[src/rtl/bct_pkg.sv]
package bct_pkg;

    // access lengths in master cycles
    localparam int FAST_MC  = 6;
    localparam int SLOW_MC  = 8;
    localparam int XSLOW_MC = 12;
    // master cycles per internal step
    localparam int STEP_MC  = 2;
    // width of the per-access step counter
    localparam int CNT_W    = $clog2(XSLOW_MC / STEP_MC + 1);

    typedef enum logic [1:0] {
        ST_IDLE   = 2'd0,
        ST_ACCESS = 2'd1,
        ST_STALL  = 2'd2
    } bct_state_e;

    typedef enum logic [1:0] {
        SPD_FAST  = 2'd0,
        SPD_SLOW  = 2'd1,
        SPD_XSLOW = 2'd2
    } bct_speed_e;

    function automatic logic [CNT_W-1:0] speed_steps(bct_speed_e s);
        logic [CNT_W-1:0] r;
        unique case (s)
            SPD_FAST:  r = CNT_W'(FAST_MC / STEP_MC);
            SPD_SLOW:  r = CNT_W'(SLOW_MC / STEP_MC);
            SPD_XSLOW: r = CNT_W'(XSLOW_MC / STEP_MC);
            default:   r = CNT_W'(SLOW_MC / STEP_MC);
        endcase
        return r;
    endfunction

endpackage

[src/rtl/bct_decode.sv]
module bct_decode
    import bct_pkg::*;
#(
    parameter int ADDR_W = 24
) (
    input  logic [ADDR_W-1:0] addr,
    input  logic              fast_rom,
    output bct_speed_e        speed
);

    localparam int BANK_HI = ADDR_W - 1;
    localparam int PAGE_HI = ADDR_W - 9;

    logic [7:0] bank;
    logic [7:0] page;
    logic       upper_half;   // banks 0x80-0xFF
    logic       rom_region;   // banks 0x40-0x7F / 0xC0-0xFF

    assign bank       = addr[BANK_HI -: 8];
    assign page       = addr[PAGE_HI -: 8];
    assign upper_half = bank[7];
    assign rom_region = bank[6];

    always_comb begin
        speed = SPD_SLOW;
        if (rom_region) begin
            if (upper_half && fast_rom) speed = SPD_FAST;
            else                        speed = SPD_SLOW;
        end else begin
            unique case (page[7:5])
                3'b000:  speed = SPD_SLOW;
                3'b001:  speed = SPD_FAST;
                3'b010:  speed = SPD_XSLOW;
                3'b011:  speed = SPD_SLOW;
                default: speed = (upper_half && fast_rom) ? SPD_FAST : SPD_SLOW;
            endcase
        end
    end

endmodule

[src/rtl/bct_master_clk.sv]
module bct_master_clk
    import bct_pkg::*;
#(
    parameter int MC_W    = 32,
    parameter int DOT_DIV = 4
) (
    input  logic            clk,
    input  logic            rst_n,
    input  logic            step,
    output logic [MC_W-1:0] master_clk,
    output logic            dot_en
);

    localparam logic [MC_W-1:0] STEP_VAL = MC_W'(STEP_MC);
    localparam logic [MC_W-1:0] DOT_MASK = MC_W'(DOT_DIV - 1);

    logic [MC_W-1:0] next_clk;

    assign next_clk = master_clk + STEP_VAL;

    always_ff @(posedge clk) begin
        if (!rst_n) begin
            master_clk <= '0;
            dot_en     <= 1'b0;
        end else if (step) begin
            master_clk <= next_clk;
            dot_en     <= ((next_clk & DOT_MASK) == '0);
        end else begin
            dot_en     <= 1'b0;
        end
    end

endmodule

[src/rtl/bct_seq.sv]
module bct_seq
    import bct_pkg::*;
(
    input  logic             clk,
    input  logic             rst_n,
    input  logic             acc_valid,
    input  logic             stall_req,
    input  logic [CNT_W-1:0] steps_in,
    output logic             step,
    output logic             acc_done,
    output logic             acc_ready
);

    bct_state_e       st, st_nxt;
    logic [CNT_W-1:0] cnt, cnt_nxt;
    logic             done_nxt;

    // state register
    always_ff @(posedge clk) begin
        if (!rst_n) begin
            st       <= ST_IDLE;
            cnt      <= '0;
            acc_done <= 1'b0;
        end else begin
            st       <= st_nxt;
            cnt      <= cnt_nxt;
            acc_done <= done_nxt;
        end
    end

    // next state and outputs
    always_comb begin
        st_nxt   = st;
        cnt_nxt  = cnt;
        done_nxt = 1'b0;
        step     = 1'b0;
        unique case (st)
            ST_IDLE: begin
                if (stall_req) begin
                    step   = 1'b1;
                    st_nxt = ST_STALL;
                end else if (acc_valid) begin
                    step    = 1'b1;
                    cnt_nxt = steps_in - CNT_W'(1);
                    st_nxt  = ST_ACCESS;
                end
            end
            ST_ACCESS: begin
                step = 1'b1;
                if (cnt == CNT_W'(1)) begin
                    st_nxt   = ST_IDLE;
                    done_nxt = 1'b1;
                    cnt_nxt  = '0;
                end else begin
                    cnt_nxt = cnt - CNT_W'(1);
                end
            end
            ST_STALL: begin
                if (stall_req) step = 1'b1;
                else           st_nxt = ST_IDLE;
            end
            default: st_nxt = ST_IDLE;
        endcase
    end

    assign acc_ready = (st == ST_IDLE);

endmodule

[src/rtl/bus_cycle_timer.sv]
module bus_cycle_timer
    import bct_pkg::*;
#(
    parameter int ADDR_W  = 24,
    parameter int MC_W    = 32,
    parameter int DOT_DIV = 4
) (
    input  logic              clk,
    input  logic              rst_n,
    input  logic              acc_valid,
    input  logic [ADDR_W-1:0] acc_addr,
    input  logic              fast_rom,
    input  logic              stall_req,
    output logic [MC_W-1:0]   master_clk,
    output logic              acc_done,
    output logic              acc_ready,
    output logic              dot_en
);

    bct_speed_e       speed;
    logic [CNT_W-1:0] steps;
    logic             step;

    bct_decode #(.ADDR_W(ADDR_W)) u_decode (
        .addr     (acc_addr),
        .fast_rom (fast_rom),
        .speed    (speed)
    );

    assign steps = speed_steps(speed);

    bct_seq u_seq (
        .clk       (clk),
        .rst_n     (rst_n),
        .acc_valid (acc_valid),
        .stall_req (stall_req),
        .steps_in  (steps),
        .step      (step),
        .acc_done  (acc_done),
        .acc_ready (acc_ready)
    );

    bct_master_clk #(.MC_W(MC_W), .DOT_DIV(DOT_DIV)) u_mclk (
        .clk        (clk),
        .rst_n      (rst_n),
        .step       (step),
        .master_clk (master_clk),
        .dot_en     (dot_en)
    );

endmodule

[config.mk]
export PLATFORM = sky130hd
export DESIGN_NAME = bus_cycle_timer
export DESIGN_NICKNAME = d
export VERILOG_FILES = /design/src/rtl/bct_pkg.sv /design/src/rtl/bct_decode.sv /design/src/rtl/bct_master_clk.sv /design/src/rtl/bct_seq.sv /design/src/rtl/bus_cycle_timer.sv
export SDC_FILE = /design/constraint.sdc
export NUM_CORES = 1
export LEC_CHECK = 0
export CAP_MARGIN = 20
export CORE_AREA = 10 10 71 73
export CTS_BUF_LIST = sky130_fd_sc_hd__clkbuf_8
export CTS_CLUSTER_SIZE = 28
export DETAILED_ROUTE_END_ITERATION = 7
export DIE_AREA = 0 0 81 83
export DONT_BUFFER_PORTS = 1
export PLACE_DENSITY_LB_ADDON = 0.2
export SLEW_MARGIN = 20
export SYNTH_ARGS = -nofsm -noshare
export SYNTH_HDL_FRONTEND = slang
export SYNTH_SLANG_ARGS = --single-unit
[constraint.sdc]
create_clock -name clk -period 2.9 [get_ports clk]
set_input_delay 0.29 -clock clk [delete_from_list [all_inputs] [get_ports clk]]
set_output_delay 0.29 -clock clk [all_outputs]
set_load 0.02 [all_outputs]
==> reports/metrics.yaml, run 1 <==
status:
  status: "complete, no violations"
critical_path:
  endpoint_kind: "register"
  critPathBufInv: 0
  slowest_delay_ns: 0.66
  crit_chain: "nand4_2 > or4_4 > or4_1 > a21oi_1"
  r2r_cells: 4
  arrival_ns: 2.42
  startpoint: "u_mclk.master_clk[16]"
  slowest_stage: "or4_4"
  path_depth: 4
  crit_required_ns: 3.10
  crit_type: "reg2reg"
  worstReg2RegStart: "u_mclk.master_clk[16]"
  critPathTopFamily: "simple AND/OR/NAND/NOR gates"
  crit_path_start_kind: "register"
  cp_max_fo: 12
routing:
  drt_iter0_markers: 122
  routed_wl_mm: 4.70
  wl_per_cell_um: 17.0
  drc: 0
  firstDrtPassIters: 4
  ant_nets: 0
  vias: 1725
  vias_per_cell: 6.23
clock_network:
  cts-root-buf: "clkbuf_8"
  htreeDepth: 2
  cts_setup_buffers: 0
  cts_resized: 0
  ctsHoldBuffers: 0
  clk_latency_ns: 0.28
  cts_num_sinks: 38
  path_clk_slew_ns: 0.07
  clk_path_buf_depth: 2
  cts_tree: "done"
  cts_buffers: 5
timing:
  skew_ns: 0.00294
  relSlewSlack_pct: 28.6
  fin_setup_tns_ns: 0
  hold_viol: 0
  rsz0062_at_grt: "false"
  setup_viol: 0
  period_share_pct: 76.3
  fmax_mhz: 452
  period_minus_slack_ns: 2.21
  worst_slew_pin_slew_ns: 1.07
  slew_viol_final: 0
layout:
  fin_util_pct: 56.7
  syn_to_final_growth_pct: 5.98
  antenna_cells: 0
  drive_above_1_share_pct: 8.73
  layout.nets: 261
power_and_ir_drop:
  peakVddDrop_uv: 258
  p_leak_nw: 0.628
  p_per_area_nw_per_um2: 462
synth:
  async_flop_share_pct: 0
  ys_seq_area_share_pct: 39.1
  avgSynthCellArea_um2: 8.53
  synth_edf_count: 0
  synth_cells: 228
  synth-seq-cells: 38
  syn_nets: 260
  yosysWarningCount: 0
  synth_cell_types: 52
  synth_flop_cell: "dfxtp_1"
  synthesis.area_um2: 1940
floorplanning:
  die_area_um2: 6720
  initial_core_util_pct: 53.5
  ios: 64
  die_x_um: 81
  rows: 22
  die_y_um: 83
  core_region_area_um2: 3630
min_path:
  hold_depth: 2
  holdCritStartpoint: "rst_n"
  hold_path_class: "in2reg"
global_route:
  gr-usage-all-layers_pct: 13.8
  grt_max_degree: 34
  grt_overflow_total: 0
  grt_pass1_wl_mm: 7.67
  antenna_found_initial: 0
  grt_pass1_vias: 1553
placement:
  dp_hpwl_mm: 3.37
  routabilityCongestion: 0.746
  io_buffers: 0
flow_run:
  max_cap_viol_count: 0
layer usage:
layer / GRT usage (%) / routed length (µm) / vias up / share of wire, %
met3: 4.85 / 368 / 6 / 7.8
met5: 0 / 0 / - / 0
met4: 4.69 / 65 / 0 / 1.4
met2: 19.7 / 2160 / 51 / 46
li1: - / - / 861 / -
met1: 18.7 / 2110 / 807 / 45
cell type report:
cell class | instances | area (µm²)
multi-input cells | 172 | 1100
inverters | 8 | 30.0
fillers | 357 | 1570
clock buffers | 5 | 68.8
well taps | 48 | 60.1
flip-flops and latches | 38 | 761
clock inverters | 2 | 7.51
repair buffers | 4 | 30.0
metrics by stage:
stage / total power, mW / cell area (µm²) / worst slack [ns] / std cells / hold WS (ns)
after CTS: 0.963 / 2060 / 0.683 / 277 / 0.113
after global placement: 0.632 / 1980 / 0.743 / 270 / 0.408
final: 0.952 / 2060 / 0.686 / 277 / 0.117
after global routing: 1.00 / 2060 / 0.499 / 277 / 0.111
after floorplan: 0.619 / 1940 / 0.825 / 228 / 0.404
after detailed placement: 0.634 / 1980 / 0.704 / 270 / 0.415
final timing paths:
kind / end / slack (ns)
max: u_mclk.master_clk[26] / 0.69
min: u_seq.acc_done / 0.12
max reg2reg: u_mclk.master_clk[26] / 0.69
min reg2reg: u_seq.cnt[1] / 0.46
kinds of logic (layout without fill, tap and decap cells):
group / count (synthesis) / after routing / synth area share (%)
compound gates: 64 / 64 / 22.2
other cells: 1 / 1 / 0.193
buf+inv: 18 / 19 / 4.12
xor+xnor: 9 / 9 / 4.05
simple gates: 93 / 93 / 27.3
fa+ha+maj: 3 / 3 / 1.93
mux: 2 / 2 / 1.03
flops: 38 / 38 / 39.1
where the power goes:
group	leakage (nW)	total, mW	switching, mW	internal, mW
combinational	0.274	0.0667	0.0413	0.0254
clock	0.0466	0.330	0.172	0.158
sequential	0.307	0.555	0.0221	0.533
layout by cell type (no fill, tap or decap), types with 2 or more instances in the layout:
cell / n
dfxtp_1: 38
a21oi_1: 21
nand2_1: 19
nor2_1: 17
o31ai_1: 12
nand3_1: 11
inv_1: 10
or4_1: 9
xnor2_1: 8
a211oi_1: 6
o21ai_0: 6
nand2b_1: 5
nand4_1: 5
clkbuf_8: 5
and3_1: 4
nor4_1: 4
buf_4: 4
nor2b_1: 3
ha_1: 3
o21ba_2: 2
and4_1: 2
o41ai_1: 2
o21bai_1: 2
a2111oi_0: 2
nand4b_1: 2
a31o_2: 2
mux2i_1: 2
synthesized netlist by cell type, drive strengths merged, types with 3 or more instances:
library cell,count,area share [%]
nor2,17,3.3
inv,8,1.5
or4,11,4.5
nand3,12,3.3
nor2b,3,0.97
and4,3,1.4
a211oi,6,2.3
a21oi,21,5.4
xnor2,8,3.6
nor4,4,1.3
clkbuf,7,1.4
buf,3,1.2
o21ai,7,1.8
a2111oi,3,1.4
o31ai,12,4.6
dfxtp,38,39
nand2,19,3.7
ha,3,1.9
nand2b,5,1.6
nand4,6,2.3
and3,4,1.3
worst reg2reg max path, stage by stage (launching register included):
cell	delay [ns]
dfxtp_1	0.58
nand4_2	0.23
or4_4	0.66
or4_1	0.52
a21oi_1	0.15
flip-flops by register name, summed over array words and instances, names as in the netlist:
register,cells
u_mclk.dot_en,1
u_mclk.master_clk,31
u_seq.acc_done,1
u_seq.cnt,3
u_seq.st,2
No activity file was read; power rests on OpenSTA's default activity.
==> run 2: changes to the inputs <==
==> constraint.sdc (replaced) <==
create_clock -name clk -period 1.9 [get_ports clk]
set_input_delay 0.19 -clock clk [delete_from_list [all_inputs] [get_ports clk]]
set_output_delay 0.19 -clock clk [all_outputs]
set_load 0.02 [all_outputs]
==> reports/metrics.yaml, run 2 (synthesis results as in run 1) <==
placement:
  dp_worst_setup_slack_ns: 0.0410
  io_buffers: 0
  routabilityCongestion: 0.854
  dp_hpwl_mm: 3.98
  placed_area_um2: 2300
global_route:
  gr-usage-all-layers_pct: 15.4
  grt_pass1_vias: 1863
  grt_pass1_wl_mm: 8.63
  antenna_found_initial: 0
  grt_max_degree: 18
  grt_overflow_total: 0
clock_network:
  htreeDepth: 2
  ctsHoldBuffers: 0
  clk_path_buf_depth: 2
  path_clk_slew_ns: 0.08
  cts_tree: "done"
  clk_latency_ns: 0.29
  cts_buffers: 5
  cts_num_sinks: 38
  cts-root-buf: "clkbuf_8"
flow_run:
  max_cap_viol_count: 0
critical_path:
  slowest_stage: "or4_4"
  crit_chain: "nand2_1 > or4_4 > or4_1 > a21oi_1"
  crit_type: "reg2reg"
  cp_max_fo: 6
  crit_required_ns: 2.11
  endpoint_kind: "register"
  arrival_ns: 2.00
  crit_path_start_kind: "register"
  slowest_delay_ns: 0.59
routing:
  vias: 1948
  drt_iter0_markers: 108
  drc: 0
  routed_wl_mm: 5.26
  ant_nets: 0
  wl_per_cell_um: 16.5
  vias_per_cell: 6.11
  firstDrtPassIters: 4
timing:
  holdWs_ns: 0.0118
  fin_setup_tns_ns: 0
  period_minus_slack_ns: 1.79
  hold_viol: 0
  setup_viol: 0
  slew_viol_final: 0
  timing.final.ws_setup_ns: 0.110
  skew_ns: 0.00648
  rsz0062_at_grt: "false"
  fmax_mhz: 559
  relSlewSlack_pct: 66.6
  worst_slew_pin_slew_ns: 0.497
  period_share_pct: 94.2
layout:
  antenna_cells: 0
  layout.nets: 302
  fillerInstances: 309
  drive_above_1_share_pct: 27.7
  syn_to_final_growth_pct: 25.2
  largest_reg_flops: 31
  reg_top3: "u_mclk.master_clk (31), u_seq.cnt (3), u_seq.st (2)"
  final_area_um2: 2430
  layout_commonest_cell: "buf_4"
  layout_common_cells: "buf_4, dfxtp_1, a21oi_1"
  top_register: "u_mclk.master_clk"
floorplanning:
  ios: 64
  die_area_um2: 6720
  core_region_area_um2: 3630
  die_y_um: 83
  initial_core_util_pct: 53.5
  die_x_um: 81
  rows: 22
power_and_ir_drop:
  p_leak_nw: 0.854
  peakVddDrop_uv: 416
  p_per_area_nw_per_um2: 630
min_path:
  hold_path_class: "in2reg"
status:
  status: "complete, no violations"
==> run 2: cell count changes in the layout (fill, tap and decap cells not counted), sizes merged <==
| cell | change |
|---|---|
| buf | +40 |
| clkbuf | +1 |
| inv | -1 |
| clkinv | +1 |
| or4 | +1 |
==> run 2: report_power, final <==
part / switching, mW / internal (mW) / leakage (nW)
clock network: 0.281 / 0.288 / 0.0524
logic: 0.0820 / 0.0548 / 0.488
registers: 0.0201 / 0.808 / 0.314
total: 0.383 / 1.15 / 0.854
==> run 2: cell type report <==
class,count,area [µm²],area share [%]
tap,48,60.1,2.47
clock buffer,6,82.6,3.39
timing repair buffer,44,330,13.6
multi-input combinational,173,1140,46.8
inverter,8,30.0,1.23
sequential,38,783,32.2
clock inverter,2,8.76,0.360
==> run 2: timing repair <==
item / CTS / global route
gates resized for setup: 0 / 4
setup endpoints to repair: 0 / 10
buffers inserted: 0 / 3
==> run 2: worst paths after layout <==
path | from | endpoint | slack, ns | cells past startpoint
setup / recovery | u_mclk.master_clk[20] | u_mclk.master_clk[29] | 0.11 | 4
hold / removal | rst_n | u_seq.acc_done | 0.01 | 2
hold reg to reg | u_seq.cnt[1] | u_seq.cnt[1] | 0.46 | 2
setup reg to reg | u_mclk.master_clk[20] | u_mclk.master_clk[29] | 0.11 | 4
==> run 2: worst max-delay path, delay by kind of cell (launching register included) <==
family,cells,cell delay (ns)
AOI/OAI and AO/OA,1,0.16
and+or+nand+nor,3,1.23
DFF,1,0.33
==> run 2: metal layers <==
metal | GRT usage (%) | vias up | share of wire (%)
met2 | 25.8 | 65 | 50
li1 | - | 952 | -
met4 | 5.63 | 0 | 1.2
met3 | 5.82 | 8 | 8.2
met5 | 0 | - | 0
met1 | 17.0 | 923 | 41
==> run 2: stage by stage <==
step                      cells  utilization (%)  power [mW]
after floorplan             228                -       0.939
after global placement      307             63.3       0.974
after detailed placement    307             63.3       0.982
after CTS                   315             65.8        1.54
after global routing        319             67.0        1.60
final                       319             67.0        1.53
==> run 3: changes to the inputs <==
--- a/config.mk
+++ b/config.mk
@@ -6,11 +6,11 @@
 export NUM_CORES = 1
 export LEC_CHECK = 0
 export CAP_MARGIN = 20
-export CORE_AREA = 10 10 71 73
+export CORE_AREA = 10 10 60 86
 export CTS_BUF_LIST = sky130_fd_sc_hd__clkbuf_8
 export CTS_CLUSTER_SIZE = 28
 export DETAILED_ROUTE_END_ITERATION = 7
-export DIE_AREA = 0 0 81 83
+export DIE_AREA = 0 0 70 96
 export DONT_BUFFER_PORTS = 1
 export PLACE_DENSITY_LB_ADDON = 0.2
 export SLEW_MARGIN = 20
==> constraint.sdc (replaced) <==
create_clock -name clk -period 1.9 [get_ports clk]
set_input_delay 0.475 -clock clk [delete_from_list [all_inputs] [get_ports clk]]
set_output_delay 0.475 -clock clk [all_outputs]
set_load 0.02 [all_outputs]
==> reports/metrics.yaml, run 3 (synthesis results as in run 1) <==
layout:
  layout.nets: 299
  syn_to_final_growth_pct: 26.8
  antenna_cells: 0
  final_area_um2: 2460
  drive_above_1_share_pct: 27.2
  layout_common_cells: "buf_4, dfxtp_1, a21oi_1"
  top_register: "u_mclk.master_clk"
  reg_top3: "u_mclk.master_clk (31), u_seq.cnt (3), u_seq.st (2)"
  largest_reg_flops: 31
  layout_commonest_cell: "buf_4"
timing:
  slew_viol_final: 0
  worst_slew_pin_slew_ns: 0.538
  hold_viol: 0
  setup_viol: 0
  relSlewSlack_pct: 63.8
  period_minus_slack_ns: 1.84
  fin_setup_tns_ns: 0
  timing.final.ws_setup_ns: 0.0633
  period_share_pct: 96.7
  holdWs_ns: 0.288
  rsz0062_at_grt: "false"
  skew_ns: 0.0124
  fmax_mhz: 544
critical_path:
  cp_max_fo: 5
  arrival_ns: 2.00
  crit_type: "reg2reg"
  endpoint_kind: "register"
  crit_required_ns: 2.07
  crit_path_start_kind: "register"
power_and_ir_drop:
  p_per_area_nw_per_um2: 741
  peakVddDrop_uv: 565
  p_leak_nw: 0.864
  p_total_mw: 1.83
routing:
  routed_wl_mm: 5.69
  vias: 1996
  drt_iter0_markers: 180
  wl_per_cell_um: 18.3
  ant_nets: 0
  drc: 0
  vias_per_cell: 6.42
  firstDrtPassIters: 4
clock_network:
  cts_num_sinks: 38
  path_clk_slew_ns: 0.09
  ctsHoldBuffers: 0
  cts-root-buf: "clkbuf_8"
  clk_path_buf_depth: 2
  htreeDepth: 2
  cts_tree: "done"
  clk_latency_ns: 0.30
  cts_buffers: 5
min_path:
  hold_path_class: "in2reg"
placement:
  dp_hpwl_mm: 4.22
  routabilityCongestion: 0.870
  placed_area_um2: 2300
  dp_worst_setup_slack_ns: 0.00788
  io_buffers: 0
global_route:
  gr-usage-all-layers_pct: 16.6
  grt_pass1_wl_mm: 9.37
  grt_max_degree: 28
  grt_pass1_vias: 2010
  grt_overflow_total: 0
  antenna_found_initial: 0
floorplanning:
  die_area_um2: 6720
  ios: 64
  core_region_area_um2: 3650
  die_x_um: 70
  rows: 27
  initial_core_util_pct: 53.3
  die_y_um: 96
flow_run:
  max_cap_viol_count: 0
status:
  status: "complete, no violations"
## run 3: worst paths after layout
path / depth (start not counted) / slack [ns] / endpoint / start
max: 4 / 0.06 / u_mclk.master_clk[30] / u_mclk.master_clk[19]
min: 2 / 0.29 / u_seq.acc_done / rst_n
max reg2reg: 4 / 0.06 / u_mclk.master_clk[30] / u_mclk.master_clk[19]
min reg2reg: 2 / 0.46 / u_seq.cnt[1] / u_seq.cnt[1]
## run 3: worst max-delay path: stages, from the launching register on
cell and delay [ns]:
dfxtp_2 0.35, nand2_2 0.09, or4_2 0.77, o311ai_0 0.37, o41ai_1 0.13
## run 3: layer usage
| metal | track usage [%] | vias up | wire length [µm] |
|---|---|---|---|
| li1 | - | 936 | - |
| met1 | 16.7 | 973 | 2160 |
| met2 | 29.9 | 69 | 2920 |
| met3 | 5.87 | 18 | 435 |
| met4 | 8.09 | 0 | 168 |
| met5 | 0 | - | 0 |
## run 3: layout make-up
class / instances / area (µm²)
clock buffers: 6 / 82.6
clock inverters: 2 / 60.1
fillers: 314 / 1180
inverters: 8 / 30.0
multi-input cells: 173 / 1130
flip-flops and latches: 38 / 783
well taps: 43 / 53.8
repair buffers: 41 / 320
## run 3: per-stage QoR
step,util [%],cells
after detailed placement,63.0,301
after global routing,67.6,311
after floorplan,-,228
final,67.6,311
after global placement,63.0,301
after CTS,66.9,309
## run 3: power breakdown
group,switching (mW),internal [mW],total (mW)
Combinational,0.0843,0.0594,0.144
Clock,0.298,0.560,0.859
Sequential,0.0168,0.807,0.824
## run 3: what timing repair did
item,in CTS,in global routing
gates resized for setup,0,3
pin swaps,1,1
cloned,0,1
setup endpoints to repair,1,3
setup buffers,0,1
